===== config.mk =====
export PLATFORM = sky130hd
export DESIGN_NAME = bridge_ctrl_regs
export DESIGN_NICKNAME = d
export VERILOG_FILES = /design/src/rtl/brc_pkg.sv /design/src/rtl/brc_decode.sv /design/src/rtl/brc_enable.sv /design/src/rtl/brc_rstreq.sv /design/src/rtl/bridge_ctrl_regs.sv
export SDC_FILE = /design/constraint.sdc
export NUM_CORES = 1
export LEC_CHECK = 0
export BUFFER_PORTS_ARGS = -buffer_cell sky130_fd_sc_hd__buf_2
export CAP_MARGIN = 20
export CORE_MARGIN = 4
export CORE_UTILIZATION = 30
export DETAILED_ROUTE_END_ITERATION = 10
export GPL_ROUTABILITY_DRIVEN = 0
export HOLD_SLACK_MARGIN = 0.08
export PLACE_DENSITY = 0.54
export SLEW_MARGIN = 20
export SYNTH_ARGS = -nofsm -noshare
export SYNTH_HDL_FRONTEND = slang
export SYNTH_SLANG_ARGS = --single-unit

===== constraint.sdc =====
create_clock -name clk -period 1.7 [get_ports clk]
set_clock_uncertainty 0.15 [all_clocks]
set_input_delay 0.17 -clock clk [delete_from_list [all_inputs] [get_ports clk]]
set_output_delay 0.17 -clock clk [all_outputs]
set_load 0.03 [all_outputs]

===== src/rtl/brc_pkg.sv =====
package brc_pkg;
  localparam int DATA_W   = 32;
  localparam int NUM_REGS = 28;          // 0x70 bytes of 32-bit words
  localparam int IDX_GEN  = 1;           // general config, holds the reset trigger
  localparam int IDX_ENSET = 12;         // 0x30
  localparam int IDX_ENCLR = 13;         // 0x34
  localparam int IDX_EN    = 14;         // 0x38, read-only
  localparam int IDX_ISR   = 15;         // 0x3C, read-only
  localparam int GEN_RST_BIT = 2;

  function automatic logic [DATA_W-1:0] reg_reset(input int idx);
    case (idx)
      0:       return 32'h0000_0C40;
      1:       return 32'h0000_1384;
      2:       return 32'h2BFF_8010;
      3:       return 32'h255E_0091;
      4:       return 32'h0000_6140;
      7:       return 32'h0000_01FF;
      8:       return 32'h0000_01FF;
      26:      return 32'h0000_0008;
      27:      return 32'h1000_0000;
      default: return '0;
    endcase
  endfunction
endpackage


===== src/rtl/brc_decode.sv =====
module brc_decode #(
  parameter int ADDR_W = 8,
  parameter int NREGS  = brc_pkg::NUM_REGS,
  localparam int WORD_W = ADDR_W - 2,
  localparam int IDX_W  = $clog2(NREGS)
) (
  input  logic              clk,
  input  logic              rst_n,
  input  logic [ADDR_W-1:0] addr,
  input  logic              wr_en,
  output logic              hit,
  output logic [IDX_W-1:0]  idx,
  output logic [NREGS-1:0]  wr_sel
);
  logic [WORD_W-1:0] word;
  assign word = addr[ADDR_W-1:2];
  assign hit  = (addr[1:0] == 2'b00) && (int'(word) < NREGS);
  assign idx  = word[IDX_W-1:0];

  for (genvar i = 0; i < NREGS; i++) begin : g_sel
    assign wr_sel[i] = wr_en && hit && (word == WORD_W'(i));
  end

  // an address outside the window or off word alignment selects nothing
  assert_miss_no_sel_R8: assert property (@(posedge clk) disable iff (!rst_n)
    (!hit) |-> (wr_sel == '0));
  assert_sel_single_R2: assert property (@(posedge clk) disable iff (!rst_n)
    $onehot0(wr_sel));
endmodule


===== src/rtl/brc_enable.sv =====
module brc_enable #(
  parameter int W = brc_pkg::DATA_W
) (
  input  logic         clk,
  input  logic         rst_n,
  input  logic         set_wr,
  input  logic         clr_wr,
  input  logic [W-1:0] wdata,
  output logic [W-1:0] en_q
);
  always_ff @(posedge clk or negedge rst_n) begin
    if (!rst_n)      en_q <= '0;
    else if (set_wr) en_q <= en_q | wdata;
    else if (clr_wr) en_q <= en_q & ~wdata;
  end

  assert_set_or_R3: assert property (@(posedge clk) disable iff (!rst_n)
    set_wr |=> (en_q == ($past(en_q) | $past(wdata))));
  assert_clr_mask_R4: assert property (@(posedge clk) disable iff (!rst_n)
    clr_wr |=> (en_q == ($past(en_q) & ~$past(wdata))));
  // nothing but the two aliases moves the enable word
  assert_en_hold_R5: assert property (@(posedge clk) disable iff (!rst_n)
    (!set_wr && !clr_wr) |=> $stable(en_q));
endmodule


===== src/rtl/brc_rstreq.sv =====
module brc_rstreq (
  input  logic clk,
  input  logic rst_n,
  input  logic gen_wr,
  input  logic old_bit,
  input  logic new_bit,
  output logic req
);
  always_ff @(posedge clk or negedge rst_n) begin
    if (!rst_n) req <= 1'b0;
    else        req <= gen_wr && new_bit && !old_bit;
  end

  assert_req_single_R6: assert property (@(posedge clk) disable iff (!rst_n)
    req |=> !req);
  assert_req_cause_R6: assert property (@(posedge clk) disable iff (!rst_n)
    req |-> ($past(gen_wr) && $past(new_bit) && !$past(old_bit)));
  assert_no_req_when_set_R7: assert property (@(posedge clk) disable iff (!rst_n)
    (gen_wr && old_bit) |=> !req);
endmodule


===== src/rtl/bridge_ctrl_regs.sv =====
module bridge_ctrl_regs #(
  parameter int ADDR_W = 8
) (
  input  logic                        clk,
  input  logic                        rst_n,
  input  logic                        wr_en,
  input  logic                        rd_en,
  input  logic [ADDR_W-1:0]           addr,
  input  logic [brc_pkg::DATA_W-1:0]  wdata,
  output logic [brc_pkg::DATA_W-1:0]  rdata,
  output logic [brc_pkg::DATA_W-1:0]  irq_en,
  output logic                        rst_req
);
  import brc_pkg::*;
  localparam int IDX_W = $clog2(NUM_REGS);

  logic              hit;
  logic [IDX_W-1:0]  idx;
  logic [NUM_REGS-1:0] wr_sel;
  logic [DATA_W-1:0] view [NUM_REGS];
  logic [DATA_W-1:0] en_q;

  brc_decode #(.ADDR_W(ADDR_W), .NREGS(NUM_REGS)) u_decode (
    .clk(clk), .rst_n(rst_n), .addr(addr), .wr_en(wr_en),
    .hit(hit), .idx(idx), .wr_sel(wr_sel));

  brc_enable #(.W(DATA_W)) u_enable (
    .clk(clk), .rst_n(rst_n), .set_wr(wr_sel[IDX_ENSET]),
    .clr_wr(wr_sel[IDX_ENCLR]), .wdata(wdata), .en_q(en_q));

  brc_rstreq u_rstreq (
    .clk(clk), .rst_n(rst_n), .gen_wr(wr_sel[IDX_GEN]),
    .old_bit(view[IDX_GEN][GEN_RST_BIT]), .new_bit(wdata[GEN_RST_BIT]),
    .req(rst_req));

  for (genvar i = 0; i < NUM_REGS; i++) begin : g_reg
    if (i == IDX_EN) begin : g_en
      assign view[i] = en_q;
    end else if (i == IDX_ISR) begin : g_isr
      assign view[i] = '0;
    end else begin : g_store
      logic [DATA_W-1:0] q;
      always_ff @(posedge clk or negedge rst_n) begin
        if (!rst_n)         q <= reg_reset(i);
        else if (wr_sel[i]) q <= wdata;
      end
      assign view[i] = q;
    end
  end

  always_ff @(posedge clk or negedge rst_n) begin
    if (!rst_n)     rdata <= '0;
    else if (rd_en) rdata <= hit ? view[idx] : '0;
  end

  assign irq_en = en_q;

  assert_rdata_hold_R9: assert property (@(posedge clk) disable iff (!rst_n)
    (!rd_en) |=> $stable(rdata));
  assert_miss_reads_zero_R8: assert property (@(posedge clk) disable iff (!rst_n)
    (rd_en && !hit) |=> (rdata == '0));
  assert_ro_write_ignored_R5: assert property (@(posedge clk) disable iff (!rst_n)
    (wr_en && hit && (idx == IDX_W'(IDX_EN))) |=> $stable(irq_en));
endmodule


==> impl_summary.txt <==
----------------------------------------------------
[Power]
  Static power due to leakage ... 23.91 nW
  Switch Pwr ... 11.05 mW
  Total Power Consumption ... 46.53 mW
  Peak supply drop ... 0.0008099 V
  Design internal power ... 35.48 mW
  Cell area power density ... 932.9 nW/um^2
  Combinational power share ... 7.4%
  Net switching fraction of the power ... 23.75%
  Power share of the sequential group ... 47.6%
  Clock Power Share ... 44.9%

[Die]
  Vertical extent of the die ... 376.4 microns
  Initial cell density of the core ... 30.35%
  DIE AREA ... 141600 sq um
  Die outline width ... 376.4 microns
  # rows ... 134
  Area of the core ... 134100 sq um
  Top-level I/O count ... 109

[Global routing]
  First-pass GRT wire length ... 178.0 mm
  Initial antenna violation count ... 5
  Global-route usage over all layers ... 16.80%
  Largest net degree at the start of global routing ... 107
  Remaining Overflow, GRT ... 0
  Vias in the first global route ... 26.02k

[Cells and area]
  Most frequent cells in the layout ... 834 x dfrtp_1, 794 x mux2_2, 223 x buf_4, 191 x mux4_2, 172 x nand2_1
  Net total in the final layout ... 3073
  Area growth from synthesis to layout ... 22.54%
  Share of final-layout standard cells stronger than drive strength 1 ... 54.36%
  Commonest non-fill, non-tap cell in the layout ... dfrtp_1
  Post-Route Utilization ... 37.19%

[Route]
  Drt total wl ... 118.3 mm
  Total vias in the final route ... 24.61k
  Post-detailed-route DRC marker count ... 0
  Number of DRC markers in iteration 0 ... 1605
  First-pass detailed-route iteration total ... 5
  Routed Antenna Nets ... 0
  Wire per inst ... 24.24 microns
  Mean number of vias per cell ... 5.043

[STA]
  Fin. Hold Viols ... 0
  Final Setup Violations ... 0
  Unrepaired setup endpoints after global routing ... true
  Transition time of the tightest slew-check pin ... 0.6312 ns
  Setup ws final ... 0.009254 ns
  Worst relative slew slack ... 57.92%
  Final Critical Period ... 1.691 ns
  Highest clock frequency the design can meet ... 591.5 MHz
  Final max-slew violation count ... 0
  Period utilization ... 99.46%

[Min path]
  Hold-critical path endpoint ... rdata[21]
  Hold path depth ... 5
  Kind of path behind the tightest hold check ... input port to flop
  Worst Min Path Start ... addr[6]

[Logic synthesis]
  Number of warnings printed during yosys synthesis ... 0
  Mapped Avg Cell Area ... 14.80 sq um
  Leading cell types by total area after synthesis ... dfrtp_1 52%, mux2_2 23%, mux4_2 11%
  Biggest area consumer among synthesized cells ... dfrtp_1
  Post-Syn Nets ... 2795
  Sequential element share of the synthesized area ... 55.32%
  #FFs+latches synth ... 897
  Number of distinct library cell variants in the gate-level netlist after synthesis ... 39
  Proportion of netlist area held by the largest area contributor ... 51.64%
  Cell area after synthesis ... 40710 sq um
  Cells after Synth ... 2751

[Clock tree]
  Library cell used as clock root buffer ... clkbuf_16
  H-tree depth reported by CTS ... 3
  CTS Sinks ... 897
  Maximum clock insertion buffer count ... 3
  Insertion delay to the later sink of the worst-skew pair ... 0.70 ns
  TritonCTS clock tree ... built
  Clock slew seen by the registers of the worst setup and hold paths ... 0.06 ns
  Inserted Clock Buffers ... 96

[Setup path]
  Reg-to-Reg Start ... g_reg[21].g_store.q[14]
  Reg-to-reg setup timing slack ... 0.009 ns
  Kind of critical path ... flop to flop
  Worst Path Required ... 2.13 ns
  CP arrival ... 2.12 ns
  Endpoint class of the critical path ... flop
  Maximum fanout along the worst path ... 2
  Number of cells on the worst reg-to-reg path ... 4
  Crit start category ... flop
  Endpoint of the worst register-to-register path ... rdata[14]

[Placement]
  Total half-perimeter wirelength after legalization and detailed placement ... 76.71 mm
  Number of buffer cells added on primary ports ... 108
  Setup WS pre-CTS ... -0.6910 ns

[Status]
  Status ... finished clean

[Job]
  Max_cap viols ... 0

----------------------------------------------------
## area by class of cell
type,instances,area (sq um)
diodes,1,2.502
clock buffers,156,2829
clock inverters,24,282.8
fillers,12740,84250
inverters,1,6.256
multi-input cells,1578,17400
flip-flops and latches,897,22530
well taps,1768,2212
repair buffers,455,4617
## stage by stage
step / area, sq um / cells / hold slack (ns) / TNS (ns)
floorplan: 41280 / 2751 / -0.2756 / -47.98
global placement: 46080 / 4652 / -0.1162 / -363.67
detailed placement: 46080 / 4652 / -0.1133 / -369.17
CTS: 49740 / 4876 / 0.08064 / -0.07650
global route: 49880 / 4880 / 0.1235 / -0.1976
finish: 49880 / 4880 / 0.1432 / 0
## metal layers
metal / up-vias / part of all wire [%] / GRT usage [%]
met5: - / 0 / 0
met4: 0 / 2.2 / 4.228
met3: 140 / 4.1 / 2.978
met2: 414 / 47 / 26.65
met1: 13380 / 47 / 23.89
li1: 10680 / - / -
## flip-flops by register name (all words and copies together), names as in the netlist, named ones only
| name | cells |
|---|---|
| g.g_store.q | 832 |
| rdata | 32 |
| u_rstreq.req | 1 |
## logic make-up (layout without fill, tap and decap cells)
group / after synthesis / in the layout / synth area share, %
muxes: 1083 / 1083 / 35.05
DFF: 897 / 897 / 55.32
and+or+nand+nor: 299 / 299 / 3.283
buffers and inverters: 276 / 636 / 2.849
AOI/OAI and AO/OA: 194 / 194 / 3.458
xor gates and xnor gates: 2 / 2 / 0.04304
other: 0 / 1 / 0
## synth_stat cells
| cell type | count |
|---|---|
| a211oi_1 | 2 |
| a21o_1 | 4 |
| a21oi_1 | 35 |
| a221oi_1 | 28 |
| a22o_1 | 32 |
| a31oi_1 | 1 |
| and2_1 | 1 |
| and4b_1 | 1 |
| buf_1 | 30 |
| buf_2 | 96 |
| buf_4 | 1 |
| clkbuf_1 | 148 |
| dfrtp_1 | 840 |
| dfstp_2 | 57 |
| inv_2 | 1 |
| mux2_1 | 7 |
| mux2_2 | 821 |
| mux2i_1 | 64 |
| mux4_2 | 191 |
| nand2_1 | 195 |
| nand2b_1 | 28 |
| nand3_1 | 4 |
| nand3b_1 | 7 |
| nand4_1 | 1 |
| nor2_1 | 42 |
| nor2b_1 | 7 |
| nor3_1 | 4 |
| nor3b_1 | 2 |
| nor3b_2 | 1 |
| nor4_1 | 1 |
| nor4_4 | 2 |
| nor4b_4 | 1 |
| o2111a_1 | 28 |
| o21ai_0 | 60 |
| o32a_1 | 4 |
| or2_1 | 1 |
| or3_1 | 1 |
| xnor2_1 | 1 |
| xor2_1 | 1 |
## repair_timing
action / in CTS / in global routing
endpoints found under the setup margin: 27 / 56
endpoints found under the hold margin: 1770 / 0
gates cloned: 0 / 0
pin swaps: 0 / 8
gates resized for setup: 42 / 31
hold buffers: 41 / 0
buffers inserted: 4 / 3
## critical path: stages, from the launching register on
cell      delay [ns]
dfrtp_1         0.39
mux4_2          0.49
mux2i_1         0.29
o2111a_1        0.21
nor2_1          0.04
## how the worst max path moves through the flow
| stage | from | end | slack, ns | cells past startpoint |
|---|---|---|---|---|
| finish | g_reg[21].g_store.q[14] | rdata[14] | 0.009 | 4 |
| CTS | flop | irq_en[13] | -0.03 | 2 |
| detailed placement | addr[1] | flop | -0.69 | 8 |
| floorplan | addr[0] | g_reg[24].g_store.q[10] | -0.21 | 6 |
| global placement | addr[1] | flop | -0.72 | 8 |
| global route | g_reg[11].g_store.q[11] | rdata[11] | -0.04 | 4 |
## power by group through the flow
stage | Sequential (mW) | Combinational, mW | Clock (mW)
finish | 22.2 | 3.45 | 20.9
global route | 22.2 | 3.75 | 22.4
CTS | 22.2 | 3.49 | 21.5
detailed placement | 22.6 | 3.39 | 0
global placement | 22.5 | 3.36 | 0
floorplan | 22.5 | 1.75 | 0
Power figures use the tool's default switching activity.
